**src/rtl/idm_pkg.sv**
```systemverilog
package idm_pkg;
   // which requester owns the array in the current cycle
   typedef enum logic [2:0] {
      SRC_NONE  = 3'd0,
      SRC_STACK = 3'd1,
      SRC_BYTE  = 3'd2,
      SRC_REG   = 3'd3,
      SRC_BIT   = 3'd4
   } idm_src_e;
endpackage

```
**src/rtl/idm_arb.sv**
```systemverilog
module idm_arb
   import idm_pkg::*;
#(
   parameter int AW        = 7,
   parameter int DW        = 8,
   parameter int SPW       = 8,
   parameter int BSW       = 2,
   parameter int RIW       = 3,
   parameter int BAW       = 7,
   parameter int REGS      = 8,
   parameter int BIT_BASE  = 32,
   localparam int PW       = $clog2(DW)
) (
   input  logic            push,
   input  logic            pop,
   input  logic            byte_rd,
   input  logic            byte_wr,
   input  logic [AW-1:0]   byte_addr,
   input  logic [DW-1:0]   byte_wdata,
   input  logic            reg_rd,
   input  logic            reg_wr,
   input  logic [BSW-1:0]  bank_sel,
   input  logic [RIW-1:0]  reg_idx,
   input  logic [DW-1:0]   reg_wdata,
   input  logic            bit_set,
   input  logic            bit_clr,
   input  logic            bit_rd,
   input  logic [BAW-1:0]  bit_addr,
   input  logic [DW-1:0]   push_data,
   input  logic [SPW-1:0]  sp,
   output idm_src_e        src,
   output logic [AW-1:0]   acc_addr,
   output logic            acc_ok,
   output logic            do_rd,
   output logic            do_wr,
   output logic            do_bitwr,
   output logic            do_bitrd,
   output logic            bit_val,
   output logic [PW-1:0]   bit_pos,
   output logic [DW-1:0]   acc_wdata
);
   logic [SPW-1:0] stk_addr;
   logic [AW-1:0]  reg_addr;
   logic [AW-1:0]  bit_byte;

   assign stk_addr = push ? sp + SPW'(1) : sp;
   assign reg_addr = AW'(bank_sel) * AW'(REGS) + AW'(reg_idx);
   assign bit_byte = AW'(BIT_BASE) + AW'(bit_addr >> PW);

   always_comb begin
      src       = SRC_NONE;
      acc_addr  = '0;
      acc_ok    = 1'b1;
      do_rd     = 1'b0;
      do_wr     = 1'b0;
      do_bitwr  = 1'b0;
      do_bitrd  = 1'b0;
      bit_val   = 1'b0;
      bit_pos   = bit_addr[PW-1:0];
      acc_wdata = '0;
      if (push || pop) begin
         src       = SRC_STACK;
         acc_addr  = stk_addr[AW-1:0];
         acc_ok    = (stk_addr[SPW-1:AW] == '0);
         do_wr     = push;
         do_rd     = !push;
         acc_wdata = push_data;
      end else if (byte_rd || byte_wr) begin
         src       = SRC_BYTE;
         acc_addr  = byte_addr;
         do_wr     = byte_wr;
         do_rd     = !byte_wr;
         acc_wdata = byte_wdata;
      end else if (reg_rd || reg_wr) begin
         src       = SRC_REG;
         acc_addr  = reg_addr;
         do_wr     = reg_wr;
         do_rd     = !reg_wr;
         acc_wdata = reg_wdata;
      end else if (bit_set || bit_clr || bit_rd) begin
         src       = SRC_BIT;
         acc_addr  = bit_byte;
         do_bitwr  = bit_set || bit_clr;
         bit_val   = bit_set;
         do_bitrd  = !(bit_set || bit_clr);
      end
   end
endmodule

```
**src/rtl/idm_sp.sv**
```systemverilog
module idm_sp #(
   parameter int          SPW      = 8,
   parameter logic [7:0]  SP_RESET = 8'h07
) (
   input  logic           clk,
   input  logic           rst_n,
   input  logic           push_g,
   input  logic           pop_g,
   input  logic           load,
   input  logic [SPW-1:0] load_val,
   output logic [SPW-1:0] sp
);
   always_ff @(posedge clk or negedge rst_n) begin
      if (!rst_n)      sp <= SPW'(SP_RESET);
      else if (push_g) sp <= sp + SPW'(1);
      else if (pop_g)  sp <= sp - SPW'(1);
      else if (load)   sp <= load_val;
   end

   // a push moves the pointer up by one, modulo the width
   a_r6_push_inc: assert property (@(posedge clk) disable iff (!rst_n)
      push_g |=> sp == $past(sp) + SPW'(1));
   // a pop moves the pointer down by one
   a_r7_pop_dec: assert property (@(posedge clk) disable iff (!rst_n)
      pop_g |=> sp == $past(sp) - SPW'(1));
   // a direct load takes effect when the stack port is idle
   a_r8_load: assert property (@(posedge clk) disable iff (!rst_n)
      (load && !push_g && !pop_g) |=> sp == $past(load_val));
endmodule

```
**src/rtl/idm_ram.sv**
```systemverilog
module idm_ram #(
   parameter int DEPTH   = 128,
   parameter int DW      = 8,
   parameter bit RST_RAM = 1'b1,
   localparam int AW     = $clog2(DEPTH),
   localparam int PW     = $clog2(DW)
) (
   input  logic          clk,
   input  logic          rst_n,
   input  logic [AW-1:0] acc_addr,
   input  logic          acc_ok,
   input  logic          do_rd,
   input  logic          do_wr,
   input  logic          do_bitwr,
   input  logic          do_bitrd,
   input  logic          bit_val,
   input  logic [PW-1:0] bit_pos,
   input  logic [DW-1:0] acc_wdata,
   output logic [DW-1:0] rdata
);
   logic [DW-1:0] mem [DEPTH];

   generate
      if (RST_RAM) begin : g_clr
         always_ff @(posedge clk or negedge rst_n) begin
            if (!rst_n) begin
               for (int i = 0; i < DEPTH; i++) mem[i] <= '0;
            end else if (do_wr && acc_ok) begin
               mem[acc_addr] <= acc_wdata;
            end else if (do_bitwr) begin
               mem[acc_addr][bit_pos] <= bit_val;
            end
         end
      end else begin : g_noclr
         always_ff @(posedge clk) begin
            if (do_wr && acc_ok)  mem[acc_addr] <= acc_wdata;
            else if (do_bitwr)    mem[acc_addr][bit_pos] <= bit_val;
         end
      end
   endgenerate

   always_ff @(posedge clk or negedge rst_n) begin
      if (!rst_n)        rdata <= '0;
      else if (do_rd)    rdata <= acc_ok ? mem[acc_addr] : '0;
      else if (do_bitrd) rdata <= {{(DW-1){1'b0}}, mem[acc_addr][bit_pos]};
   end

   // no served read leaves the output unchanged
   a_r12_hold: assert property (@(posedge clk) disable iff (!rst_n)
      !(do_rd || do_bitrd) |=> $stable(rdata));
   // an out-of-range stack read yields zero
   a_r10_high_zero: assert property (@(posedge clk) disable iff (!rst_n)
      (do_rd && !acc_ok) |=> rdata == '0);
   // an accepted write lands in the array
   a_r2_write_lands: assert property (@(posedge clk) disable iff (!rst_n)
      (do_wr && acc_ok) |=> mem[$past(acc_addr)] == $past(acc_wdata));
endmodule

```
**src/rtl/idm_ctrl.sv**
```systemverilog
module idm_ctrl
   import idm_pkg::*;
#(
   parameter int          DEPTH     = 128,
   parameter int          DW        = 8,
   parameter int          SPW       = 8,
   parameter int          NBANKS    = 4,
   parameter int          REGS      = 8,
   parameter int          BIT_BASE  = 32,
   parameter int          BIT_BYTES = 16,
   parameter logic [7:0]  SP_RESET  = 8'h07,
   parameter bit          RST_RAM   = 1'b1,
   localparam int AW  = $clog2(DEPTH),
   localparam int BSW = $clog2(NBANKS),
   localparam int RIW = $clog2(REGS),
   localparam int BAW = $clog2(BIT_BYTES * DW),
   localparam int PW  = $clog2(DW)
) (
   input  logic           clk,
   input  logic           rst_n,
   input  logic [AW-1:0]  byte_addr,
   input  logic           byte_rd,
   input  logic           byte_wr,
   input  logic [DW-1:0]  byte_wdata,
   input  logic [BSW-1:0] bank_sel,
   input  logic [RIW-1:0] reg_idx,
   input  logic           reg_rd,
   input  logic           reg_wr,
   input  logic [DW-1:0]  reg_wdata,
   input  logic [BAW-1:0] bit_addr,
   input  logic           bit_set,
   input  logic           bit_clr,
   input  logic           bit_rd,
   input  logic           push,
   input  logic           pop,
   input  logic [DW-1:0]  push_data,
   input  logic           sp_load,
   input  logic [SPW-1:0] sp_load_val,
   output logic [DW-1:0]  rdata,
   output logic [SPW-1:0] sp
);
   generate
      if (NBANKS * REGS > BIT_BASE) begin : g_err_banks
         $error("register banks overlap the bit window");
      end
      if (BIT_BASE + BIT_BYTES > DEPTH) begin : g_err_bits
         $error("bit window exceeds the array");
      end
      if (SPW <= AW) begin : g_err_sp
         $error("stack pointer must be wider than the array address");
      end
      if (DEPTH != (1 << AW)) begin : g_err_depth
         $error("depth must be a power of two");
      end
   endgenerate

   idm_src_e      src;
   logic [AW-1:0] acc_addr;
   logic          acc_ok, do_rd, do_wr, do_bitwr, do_bitrd, bit_val;
   logic [PW-1:0] bit_pos;
   logic [DW-1:0] acc_wdata;
   logic          push_g, pop_g;

   idm_arb #(.AW(AW), .DW(DW), .SPW(SPW), .BSW(BSW), .RIW(RIW), .BAW(BAW),
             .REGS(REGS), .BIT_BASE(BIT_BASE)) u_arb (
      .push(push), .pop(pop),
      .byte_rd(byte_rd), .byte_wr(byte_wr), .byte_addr(byte_addr), .byte_wdata(byte_wdata),
      .reg_rd(reg_rd), .reg_wr(reg_wr), .bank_sel(bank_sel), .reg_idx(reg_idx),
      .reg_wdata(reg_wdata),
      .bit_set(bit_set), .bit_clr(bit_clr), .bit_rd(bit_rd), .bit_addr(bit_addr),
      .push_data(push_data), .sp(sp),
      .src(src), .acc_addr(acc_addr), .acc_ok(acc_ok), .do_rd(do_rd), .do_wr(do_wr),
      .do_bitwr(do_bitwr), .do_bitrd(do_bitrd), .bit_val(bit_val), .bit_pos(bit_pos),
      .acc_wdata(acc_wdata)
   );

   assign push_g = (src == SRC_STACK) && push;
   assign pop_g  = (src == SRC_STACK) && !push;

   idm_sp #(.SPW(SPW), .SP_RESET(SP_RESET)) u_sp (
      .clk(clk), .rst_n(rst_n), .push_g(push_g), .pop_g(pop_g),
      .load(sp_load), .load_val(sp_load_val), .sp(sp)
   );

   idm_ram #(.DEPTH(DEPTH), .DW(DW), .RST_RAM(RST_RAM)) u_ram (
      .clk(clk), .rst_n(rst_n), .acc_addr(acc_addr), .acc_ok(acc_ok),
      .do_rd(do_rd), .do_wr(do_wr), .do_bitwr(do_bitwr), .do_bitrd(do_bitrd),
      .bit_val(bit_val), .bit_pos(bit_pos), .acc_wdata(acc_wdata), .rdata(rdata)
   );

   // at most one kind of array operation per cycle
   a_r11_single_op: assert property (@(posedge clk) disable iff (!rst_n)
      $onehot0({do_rd, do_wr, do_bitwr, do_bitrd}));
endmodule

```
**config.mk**
```make
export PLATFORM = sky130hd
export DESIGN_NAME = idm_ctrl
export DESIGN_NICKNAME = d
export VERILOG_FILES = /design/src/rtl/idm_pkg.sv /design/src/rtl/idm_arb.sv /design/src/rtl/idm_sp.sv /design/src/rtl/idm_ram.sv /design/src/rtl/idm_ctrl.sv
export SDC_FILE = /design/constraint.sdc
export NUM_CORES = 2
export LEC_CHECK = 0
export BUFFER_PORTS_ARGS = -buffer_cell sky130_fd_sc_hd__buf_4
export CORE_MARGIN = 4
export CORE_UTILIZATION = 40
export DETAILED_ROUTE_END_ITERATION = 10
export SYNTH_ARGS = -nofsm -noshare
export SYNTH_HDL_FRONTEND = slang
export SYNTH_HIERARCHICAL = 1
export SYNTH_SLANG_ARGS = --single-unit
```
**constraint.sdc**
```tcl
create_clock -name clk -period 5.25 [get_ports clk]
set_clock_uncertainty 0.2 [all_clocks]
set_input_delay 0.2625 -clock clk [delete_from_list [all_inputs] [get_ports clk]]
set_output_delay 0.2625 -clock clk [all_outputs]
set_load 0.1 [all_outputs]
```
==> results.md <==
- # Post-CTS Setup Buffers: 0
- Final setup fails: 0
- Worst ir drop on vdd: 330 uV
- Rel. slew slack: 0.0975
- # fillers: 11654
- Reg-to-reg startpoint: u_sp/sp[2]
- CP Capture Type: flip-flop
- Die Area: 132000 um^2
- Max Fclk: 191 MHz
- Worst EP required: 5.69 ns
- Routed vias/inst: 6.73
- Row count: 129
- Number of global-route vias before repair: 41187
- Post-layout util: 0.466
- # port buffers: 78
- Final period utilization: 1.00
- Nets: 5043
- First drt pass iteration count: 6
- Total routed wirelength: 190 mm
- CP startpoint kind: primary input
- Routability congestion estimate: 0.932
- First-pass GRT wire length: 284 mm
- Post-DRT Antenna Nets: 0
- Yosys reg bits: 1040
- Post-synth EDFFs: 0
- Hold Slack: 0.0245 ns
- YS warnings: 6
- Clock Sinks: 1040
- Drt initial violations: 6664
- Power Total: 0.0337 W
- DR WL/cell: 28.3 um
- Flop2flop setup slack: 0.01 ns
- TritonCTS buffer count: 114
- Die Ht: 363 um
- Grt total ovfl: 0
- Tmin final: 5.25 ns
- Die X-Extent: 363 um
- Synth Instances: 5035
- Largest net degree at the start of global routing: 155
- Area growth syn-to-layout: 15.2%
- Async S/R FF share, synth: 1.00
- Top FF cell, synth: dfrtp_1
- Seq/Total Area, Yosys: 0.517
- DRC: 0
- Antenna violations before repair: 3
- Post-Syn Nets: 5101
- Htree depth: 3
- DP HPWL: 117 mm
- Crit Path Class: in -> reg
- Top cells by area, synth: dfrtp_1 (52%), a31oi_1 (13%), a21oi_1 (11%)
- Vias post-DR: 45203
- Final worst setup slack: 0.000810 ns
- Max cap viols: 0
- CTS tree: done
- CTS Buffer Depth: 3
- Proportion of layout cells with a drive suffix above 1: 0.165
- Worst-skew pair later-pin latency: 0.72 ns
- Pre-CTS setup slack: -0.374 ns
- Setup TNS: 0 ns
- Most area-hungry cell type in the Yosys netlist: dfrtp_1
- Gr usage total: 0.280
- Netlist cell types: 85
- Syn Area/Cell: 10.0 um^2
- HP Class: in -> async
- Worst flop-to-flop path endpoint: u_ram/rdata[0]
- Reg2Reg Depth: 15
- Arrival time at the worst endpoint: 5.69 ns
- Root Buffer: clkbuf_16
- Max-slew violation count: 0
- Mapped Area: 50400 um^2
- Initial core utilization: 0.405
- Power Dens Cells: 581 nW/um^2
- Status: completed
- Synth top area share: 0.515
- CP Max Fanout: 14
- Core area: 124000 um^2
- IO Pins: 79
- Hold violation total from the final report: 0
- Worst-path clk slew: 0.06 ns
- Leakage: 24.8 nW
- RSZ-0062 raised after global routing: false
- Worst slew pin tran: 1.35 ns
==> state kept, by name (all words and copies together), names as in the netlist <==
name         cells
u_ram/mem     1024
u_ram/rdata      8
u_sp/sp          8
==> cells in the final DEF (no fill, tap or decap), types with 9 or more instances in the layout <==
cell type      synthesis  layout
nand2b_1              14      14
mux2_2               105     105
nor3_1                12      10
a22oi_1               60      56
nor2_1               190     187
a21oi_1             1110    1108
a221o_1               42      41
o21ai_0              107     107
nand4_1               14      14
nand2_1               95      95
buf_4                 65     372
clkbuf_1             419      23
dfrtp_1             1037    1037
a211oi_1              14      14
a2111oi_0             10       9
clkbuf_8               0      37
clkbuf_16              0     115
o22ai_1               16      16
a31oi_1             1037    1037
nand3_1               14      14
o2bb2ai_1             13      13
buf_12                 0      67
and3_1                17      17
a32o_1                10      10
dlygate4sd3_1          0      28
clkinv_2               0      19
a221oi_1             136     136
a22o_1                11      11
mux4_2                39      39
nor4_1                12      12
o221ai_1              23      23
mux2i_1              100     100
==> cells in the mapped netlist (13+ instances only) <==
cell	count
a31oi_1	1037
nand2b_1	14
o21ai_0	107
and3_1	17
nor2_1	190
a22oi_1	60
clkbuf_1	419
a211oi_1	14
nand2_1	95
nand3_1	14
buf_2	121
mux4_2	39
o221ai_1	23
a21oi_1	1110
buf_4	65
mux2_2	105
o22ai_1	16
mux2i_1	100
nand4_1	14
a221o_1	42
a221oi_1	136
dfrtp_1	1037
o2bb2ai_1	13
buf_6	24
==> worst max path at each step <==
stage / depth (start not counted) / start / endpoint / slack (ns)
6_report: 17 / bit_rd / u_ram/rdata[0] / 0.0008
4_1_cts: 16 / u_sp/sp[1] / u_ram/rdata[0] / 0.02
5_1_grt: 15 / u_sp/sp[2] / u_ram/rdata[0] / 0.04
3_3_place_gp: 16 / bit_rd / u_ram/rdata[0] / -0.36
2_1_floorplan: 15 / u_sp/sp[0] / u_ram/rdata[0] / 1.07
3_5_place_dp: 16 / bit_rd / u_ram/rdata[0] / -0.37
==> logic make-up after synthesis <==
| logic type | share of synthesized area |
|---|---|
| compound gates | 0.319 |
| mux | 0.0632 |
| buf+inv | 0.0605 |
| fa+ha+maj | 0.000745 |
| xor+xnor | 0.00104 |
| simple gates | 0.0392 |
| flops | 0.517 |
==> stage by stage <==
step / instance area (um^2) / std cells
floorplan: 50400 / 5035
global placement: 53800 / 6469
detailed placement: 53800 / 6469
CTS: 58000 / 6710
global route: 58000 / 6710
finish: 58000 / 6712
==> power by group <==
| group | leakage [nW] | internal [W] | switching (W) |
|---|---|---|---|
| logic | 8.88 | 0.00458 | 0.00803 |
| clock network | 1.92 | 0.00488 | 0.00344 |
| registers | 14.0 | 0.0110 | 0.00177 |
| total | 24.8 | 0.0205 | 0.0132 |
==> worst max-delay path, stage by stage <==
cell and delay, ns:
dlygate4sd3_1 0.53, buf_4 0.13, or3_1 0.43, and3_1 0.26, a221o_4 0.59, nor2_4 0.81
buf_4 0.32, a22oi_1 0.10, o221ai_1 0.23, o21ai_0 0.12, a2111oi_0 1.00, buf_4 0.28
nor4_1 0.06, buf_4 0.18, o22ai_1 0.13, o21ai_0 0.11, o211ai_1 0.09
==> cell type report <==
type / instances / area, um^2 / area share
diodes: 2 / 5.00 / 0.0000862
clock buffers: 175 / 3470 / 0.0599
clock inverters: 37 / 438 / 0.00755
inverters: 10 / 40.0 / 0.000690
multi-input cells: 3343 / 21600 / 0.372
flip-flops and latches: 1040 / 26000 / 0.449
well taps: 1637 / 2050 / 0.0353
repair buffers: 468 / 4430 / 0.0763
==> repair_timing <==
item,4_1_cts,5_1_grt
endpoints found under the setup margin,2,2
cloned,1,0
pin swaps,1,0
hold buffers,28,0
hold endpoints to repair,110,0
resized for setup,0,1
==> metal layers <==
metal	up-vias	track usage	routed length [um]
met1	22423	0.402	79100
met5	-	0	18
met2	2800	0.407	81300
met4	2	0.121	9010
met3	505	0.0651	20300
li1	19473	-	-
Power figures use the tool's default switching activity.
